$ cat src/rtl/sagmon_pkg.sv
package sagmon_pkg;

    localparam int STAT_W    = 32;
    localparam int BIT_F0    = 28;
    localparam int BIT_SAG_B = 26;
    localparam int BIT_SAG_A = 25;
    localparam int NUM_CH    = 2;

    localparam int DEF_SMP_W = 16;
    localparam int DEF_CNT_W = 8;
    localparam int DEF_HYST  = 8;

    typedef struct packed {
        logic f0;
        logic sag_b;
        logic sag_a;
    } pass_stat_t;

    function automatic logic [STAT_W-1:0] pack_status(pass_stat_t s);
        logic [STAT_W-1:0] w;
        w            = '0;
        w[BIT_F0]    = s.f0;
        w[BIT_SAG_B] = s.sag_b;
        w[BIT_SAG_A] = s.sag_a;
        return w;
    endfunction

endpackage

$ cat src/rtl/sag_channel.sv
module sag_channel #(
    parameter int SMP_W = 16,
    parameter int CNT_W = 8
) (
    input  logic                    clk,
    input  logic                    rst,
    input  logic                    smp_valid,
    input  logic signed [SMP_W-1:0] smp,
    input  logic [SMP_W-1:0]        thr,
    input  logic [CNT_W-1:0]        run_len,
    input  logic                    pass_done,
    output logic                    flag,
    output logic                    rise,
    output logic                    pass_bit
);
    localparam logic [CNT_W-1:0] CNT_MAX = '1;
    localparam logic [CNT_W-1:0] CNT_ONE = CNT_W'(1);

    logic [SMP_W-1:0] mag;
    logic             below;
    logic [CNT_W-1:0] need;
    logic [CNT_W-1:0] cnt_q, cnt_d;
    logic             flag_d;
    logic             seen_q;

    always_comb begin
        mag   = smp[SMP_W-1] ? (~$unsigned(smp) + 1'b1) : $unsigned(smp);
        below = (mag < thr);
        need  = (run_len == '0) ? CNT_ONE : run_len;
        if (!smp_valid)
            cnt_d = cnt_q;
        else if (!below)
            cnt_d = '0;
        else if (cnt_q == CNT_MAX)
            cnt_d = cnt_q;
        else
            cnt_d = cnt_q + CNT_ONE;
        flag_d = (cnt_d >= need);
    end

    always_ff @(posedge clk) begin
        if (rst) begin
            cnt_q  <= '0;
            flag   <= 1'b0;
            seen_q <= 1'b0;
        end else begin
            cnt_q  <= cnt_d;
            flag   <= flag_d;
            seen_q <= pass_done ? 1'b0 : (seen_q | flag);
        end
    end

    assign rise     = flag_d & ~flag;
    assign pass_bit = seen_q | flag;

endmodule

$ cat src/rtl/fund_wave.sv
module fund_wave #(
    parameter int SMP_W = 16,
    parameter int HYST  = 8
) (
    input  logic                    clk,
    input  logic                    rst,
    input  logic                    smp_valid,
    input  logic signed [SMP_W-1:0] smp,
    output logic                    f0
);
    localparam logic signed [SMP_W-1:0] HI = SMP_W'(HYST);
    localparam logic signed [SMP_W-1:0] LO = -SMP_W'(HYST);

    always_ff @(posedge clk) begin
        if (rst)
            f0 <= 1'b0;
        else if (smp_valid) begin
            if (smp > HI)
                f0 <= 1'b1;
            else if (smp < LO)
                f0 <= 1'b0;
        end
    end

endmodule

$ cat src/rtl/status_reg.sv
module status_reg
    import sagmon_pkg::*;
(
    input  logic              clk,
    input  logic              rst,
    input  logic              pass_done,
    input  pass_stat_t        nxt,
    output logic [STAT_W-1:0] word
);
    always_ff @(posedge clk) begin
        if (rst)
            word <= '0;
        else if (pass_done)
            word <= pack_status(nxt);
    end

endmodule

$ cat src/rtl/sagmon_top.sv
module sagmon_top
    import sagmon_pkg::*;
#(
    parameter int SMP_W = DEF_SMP_W,
    parameter int CNT_W = DEF_CNT_W,
    parameter int HYST  = DEF_HYST
) (
    input  logic                    clk,
    input  logic                    rst,
    input  logic                    smp_valid,
    input  logic signed [SMP_W-1:0] smp_a,
    input  logic signed [SMP_W-1:0] smp_b,
    input  logic [SMP_W-1:0]        sag_thr,
    input  logic [CNT_W-1:0]        sag_len,
    input  logic                    pass_done,
    input  logic                    irq_en,
    output logic [31:0]             status_word,
    output logic [1:0]              sag_live,
    output logic                    sag_irq
);
    logic signed [SMP_W-1:0] smp_ch [NUM_CH];
    logic [NUM_CH-1:0]       rise_ch;
    logic [NUM_CH-1:0]       pbit_ch;
    logic                    f0;
    pass_stat_t              nxt;

    assign smp_ch[0] = smp_a;
    assign smp_ch[1] = smp_b;

    for (genvar gi = 0; gi < NUM_CH; gi++) begin : g_ch
        sag_channel #(.SMP_W(SMP_W), .CNT_W(CNT_W)) u_ch (
            .clk      (clk),
            .rst      (rst),
            .smp_valid(smp_valid),
            .smp      (smp_ch[gi]),
            .thr      (sag_thr),
            .run_len  (sag_len),
            .pass_done(pass_done),
            .flag     (sag_live[gi]),
            .rise     (rise_ch[gi]),
            .pass_bit (pbit_ch[gi])
        );
    end

    fund_wave #(.SMP_W(SMP_W), .HYST(HYST)) u_fw (
        .clk      (clk),
        .rst      (rst),
        .smp_valid(smp_valid),
        .smp      (smp_a),
        .f0       (f0)
    );

    always_comb begin
        nxt.f0    = f0;
        nxt.sag_a = pbit_ch[0];
        nxt.sag_b = pbit_ch[1];
    end

    status_reg u_st (
        .clk      (clk),
        .rst      (rst),
        .pass_done(pass_done),
        .nxt      (nxt),
        .word     (status_word)
    );

    always_ff @(posedge clk) begin
        if (rst)
            sag_irq <= 1'b0;
        else
            sag_irq <= irq_en & (|rise_ch);
    end

endmodule

$ cat config.mk
export PLATFORM = sky130hd
export DESIGN_NAME = sagmon_top
export DESIGN_NICKNAME = d
export VERILOG_FILES = /design/src/rtl/sagmon_pkg.sv /design/src/rtl/sag_channel.sv /design/src/rtl/fund_wave.sv /design/src/rtl/status_reg.sv /design/src/rtl/sagmon_top.sv
export SDC_FILE = /design/constraint.sdc
export NUM_CORES = 1
export LEC_CHECK = 0
export BUFFER_PORTS_ARGS = -buffer_cell sky130_fd_sc_hd__buf_4
export CORE_MARGIN = 2
export CORE_UTILIZATION = 40
export DETAILED_ROUTE_END_ITERATION = 10
export GPL_TIMING_DRIVEN = 0
export MAX_ROUTING_LAYER = met4
export PLACE_DENSITY_LB_ADDON = 0.12
export SYNTH_ARGS = -nofsm -noshare
export SYNTH_HDL_FRONTEND = slang
export SYNTH_SLANG_ARGS = --single-unit
$ cat constraint.sdc
create_clock -name clk -period 7.7 [get_ports clk]
set_input_delay 1.54 -clock clk [delete_from_list [all_inputs] [get_ports clk]]
set_output_delay 1.54 -clock clk [all_outputs]
set_load 0.03 [all_outputs]
==> results.py <==
metrics = {
    "logic_synthesis": {
        "ys_top_cells_by_area": "ha_1 20%, dfxtp_1 16%, xnor2_1 7.7%, buf_4 7.6%, inv_1 3.9%",
        "syn_area_sq_mm": 0.00318,
        "syn_inst": 400,
        "yosys_register_bits": 25,
        "synthAdderAreaFrac": 0.197,
        "synthDistinctLibCells": 52,
        "synth_edf_count": 0,
        "ys.flop_type": "dfxtp_1",
        "yosysSeqAreaShare": 0.157,
        "synth_top_area_frac": 0.197,
        "synthMuxAreaShare": 0.0157,
        "yosysWarnings": 0,
        "synth_area_leader_cell": "ha_1",
        "avgSynthCellArea_sq_um": 7.95,
        "synth-simple-area-share": 0.229,
        "synthArstFlopShare": 0,
        "synth-compound-area-share": 0.181,
        "synth_top_family_by_area": "simple AND/OR/NAND/NOR gates",
        "post_synth_xor_area_fraction": 0.0936,
    },
    "power_and_ir_drop": {
        "p_sw_frac": 0.357,
        "clock_power_share": 0.192,
        "pwr-share-comb": 0.465,
        "p_int_w": 0.000254,
        "peakVddDrop_uv": 80.1,
        "p_leak_nw": 1.94,
        "fin_total_pwr_w": 0.000394,
        "p_seq_frac": 0.343,
        "powerDensity_mw_per_mm2": 99.9,
        "p_switching_w": 0.000141,
    },
    "outcome": {
        "status": "completed",
    },
    "die": {
        "core_sq_mm": 0.00773,
        "die_w_microns": 93.2,
        "start_util": 0.412,
        "io_pins": 96,
        "floorplan.die_area_sq_mm": 0.00868,
        "die-height_microns": 93.2,
        "rows": 32,
    },
    "layout": {
        "finalNetCount": 609,
        "final_layout_size_suffix_gt1_frac": 0.229,
        "antenna_cells": 0,
        "design_area_sq_mm": 0.00395,
        "area_delta_synth_final_pct": 24.1,
    },
    "clock_tree": {
        "cts_buffer_depth": 2,
        "cts_tree": "yes",
        "ctsResizeCount": 0,
        "cts_buffers": 3,
        "clkLatencyLatePin_ps": 270,
        "htreeDepth": 1,
        "postCtsSetupBuffers": 0,
        "cts.sinks": 25,
        "cts_hold_buf": 0,
        "clk_pin_slew_ps": 90,
        "clockRootBuffer": "clkbuf_8",
    },
    "worst_setup_path": {
        "worstSetupEndpointType": "flip-flop",
        "crit_path_start_kind": "primary input",
        "worstSetupPathType": "in2reg",
        "critPathMaxFanout": 7,
        "cp.arrival_ps": 5730,
        "cp.required_ps": 7870,
    },
    "global_route": {
        "grt_max_degree": 15,
        "grt.total_usage": 0.177,
        "first_global_vias": 2845,
        "grt.overflow.total": 0,
        "grt_pass1_wl_microns": 12400,
        "antenna_found_initial": 0,
    },
    "drt": {
        "postRouteAntennaNets": 0,
        "drt_iter0_drc": 65,
        "viasPerCell": 4.95,
        "wl_per_cell_microns": 11.9,
        "first_pass_iters": 4,
        "vias": 2964,
        "drc": 0,
        "wl_microns": 7130,
    },
    "timing": {
        "worst_pin_slew_ps": 542,
        "post-route-min-period_ps": 5560,
        "hold_viol_final": 0,
        "setup_tns_ps": 0,
        "finalWorstSetupSlack_ps": 2140,
        "setup_violations": 0,
        "rsz0062_at_grt": "false",
        "drv_slew": 0,
        "slew_headroom": 0.635,
        "max_freq_mhz": 180,
        "fin_skew_ps": 5.76,
        "layout_worst_path_cycle_share": 0.722,
    },
    "placement": {
        "preCtsSetupSlack_ps": 1860,
        "hpwl_microns": 6270,
        "portBuffers": 65,
        "place_congestion": 0.822,
        "placed_area_sq_mm": 0.00390,
    },
    "job": {
        "cap_violations": 0,
    },
    "hold_path": {
        "hold_class": "reg2reg",
    },
}
synthesized netlist by cell type, drive strengths merged, types with 4 or more instances:
| cell | instances |
|---|---|
| dfxtp | 25 |
| xnor2 | 28 |
| nor4 | 7 |
| a21o | 9 |
| nor3 | 15 |
| a211oi | 7 |
| nand2b | 9 |
| nor2 | 33 |
| ha | 50 |
| buf | 34 |
| xor2 | 6 |
| mux2i | 5 |
| nand4 | 11 |
| a2111oi | 4 |
| o31ai | 8 |
| nand2 | 24 |
| clkbuf | 5 |
| inv | 33 |
| and2 | 4 |
| nand3 | 15 |
| a21oi | 12 |
| o21ai | 20 |
routing by layer:
| metal | share of wire | up-vias | GRT usage |
|---|---|---|---|
| met5 | 0 | - | - |
| met4 | 0.0063 | 0 | 0.0245 |
| met3 | 0.045 | 4 | 0.0226 |
| met2 | 0.45 | 65 | 0.293 |
| met1 | 0.49 | 1330 | 0.237 |
| li1 | - | 1565 | - |
layout make-up:
type / count / area (sq um)
plain buffers: 39 / 274
clock buffers: 3 / 41.3
clock inverters: 1 / 5.00
fillers: 793 / 3780
inverters: 33 / 124
multi-input cells: 331 / 2390
flip-flops and latches: 25 / 500
well taps: 102 / 128
repair buffers: 65 / 488
through the flow:
step            util  hold WS (ps)  std cells
2_1_floorplan      -           457        428
3_3_place_gp   0.505           473        595
3_5_place_dp   0.505           482        595
4_1_cts        0.511           497        599
5_1_grt        0.511           508        599
6_report       0.511           494        599
cell usage in the layout (no fill, tap or decap), types with 6 or more instances in the layout:
cell type	netlist	final
a211oi_1	7	7
a21o_1	9	9
a21oi_1	12	12
buf_4	32	97
conb_1	1	29
dfxtp_1	25	25
ha_1	50	50
inv_1	33	33
nand2_1	24	24
nand2b_1	8	8
nand3_1	15	15
nand4_1	11	11
nor2_1	32	32
nor3_1	11	11
nor4_1	6	6
o21ai_0	15	15
o31ai_1	8	8
xnor2_1	28	28
xor2_1	6	6
kinds of logic (layout without fill, tap and decap cells):
group	Yosys count	count (layout)
AOI/OAI and AO/OA	77	77
buffers and inverters	72	141
muxes	5	5
DFF	25	25
adders and majority gates	50	50
xor gates and xnor gates	34	34
and+or+nand+nor	136	136
other	1	29
worst max-delay path, cell delays in order:
cell      delay (ps)
buf_4            120
nor4_1           510
nand3_1          210
o41ai_1          340
xnor2_1          130
ha_1             310
and4_1           220
nand4_1          120
or4_4            580
a41oi_4          280
nand2b_1         150
ha_1             220
nand2b_1         140
a21o_1           180
a211oi_1         230
o31a_1           190
o22ai_1           90
and3b_1          160
power groups by stage:
stage / sequential, W / clock (W) / combinational (W)
after global placement: 0.000138 / 0 / 0.000179
after detailed placement: 0.000138 / 0 / 0.000183
final: 0.000135 / 0.0000758 / 0.000183
after CTS: 0.000135 / 0.0000797 / 0.000184
after global routing: 0.000136 / 0.0000831 / 0.000206
after floorplan: 0.000139 / 0 / 0.000126
state kept, by name, indices dropped and copies added, names as in the netlist:
register          flops
u_st.word             3
sag_irq               1
g_ch.u_ch.seen_q      2
g_ch.u_ch.flag        2
g_ch.u_ch.cnt_q      16
u_fw.f0               1
final timing paths:
check | start | to | slack (ps) | cells past startpoint
max | smp_b[5] | sag_irq | 2140 | 18
min | u_st.word[25] | u_st.word[25] | 490 | 2
max reg2reg | g_ch[0].u_ch.cnt_q[2] | sag_irq | 4950 | 13
min reg2reg | u_st.word[25] | u_st.word[25] | 490 | 2
No activity file was read; power rests on OpenSTA's default activity.
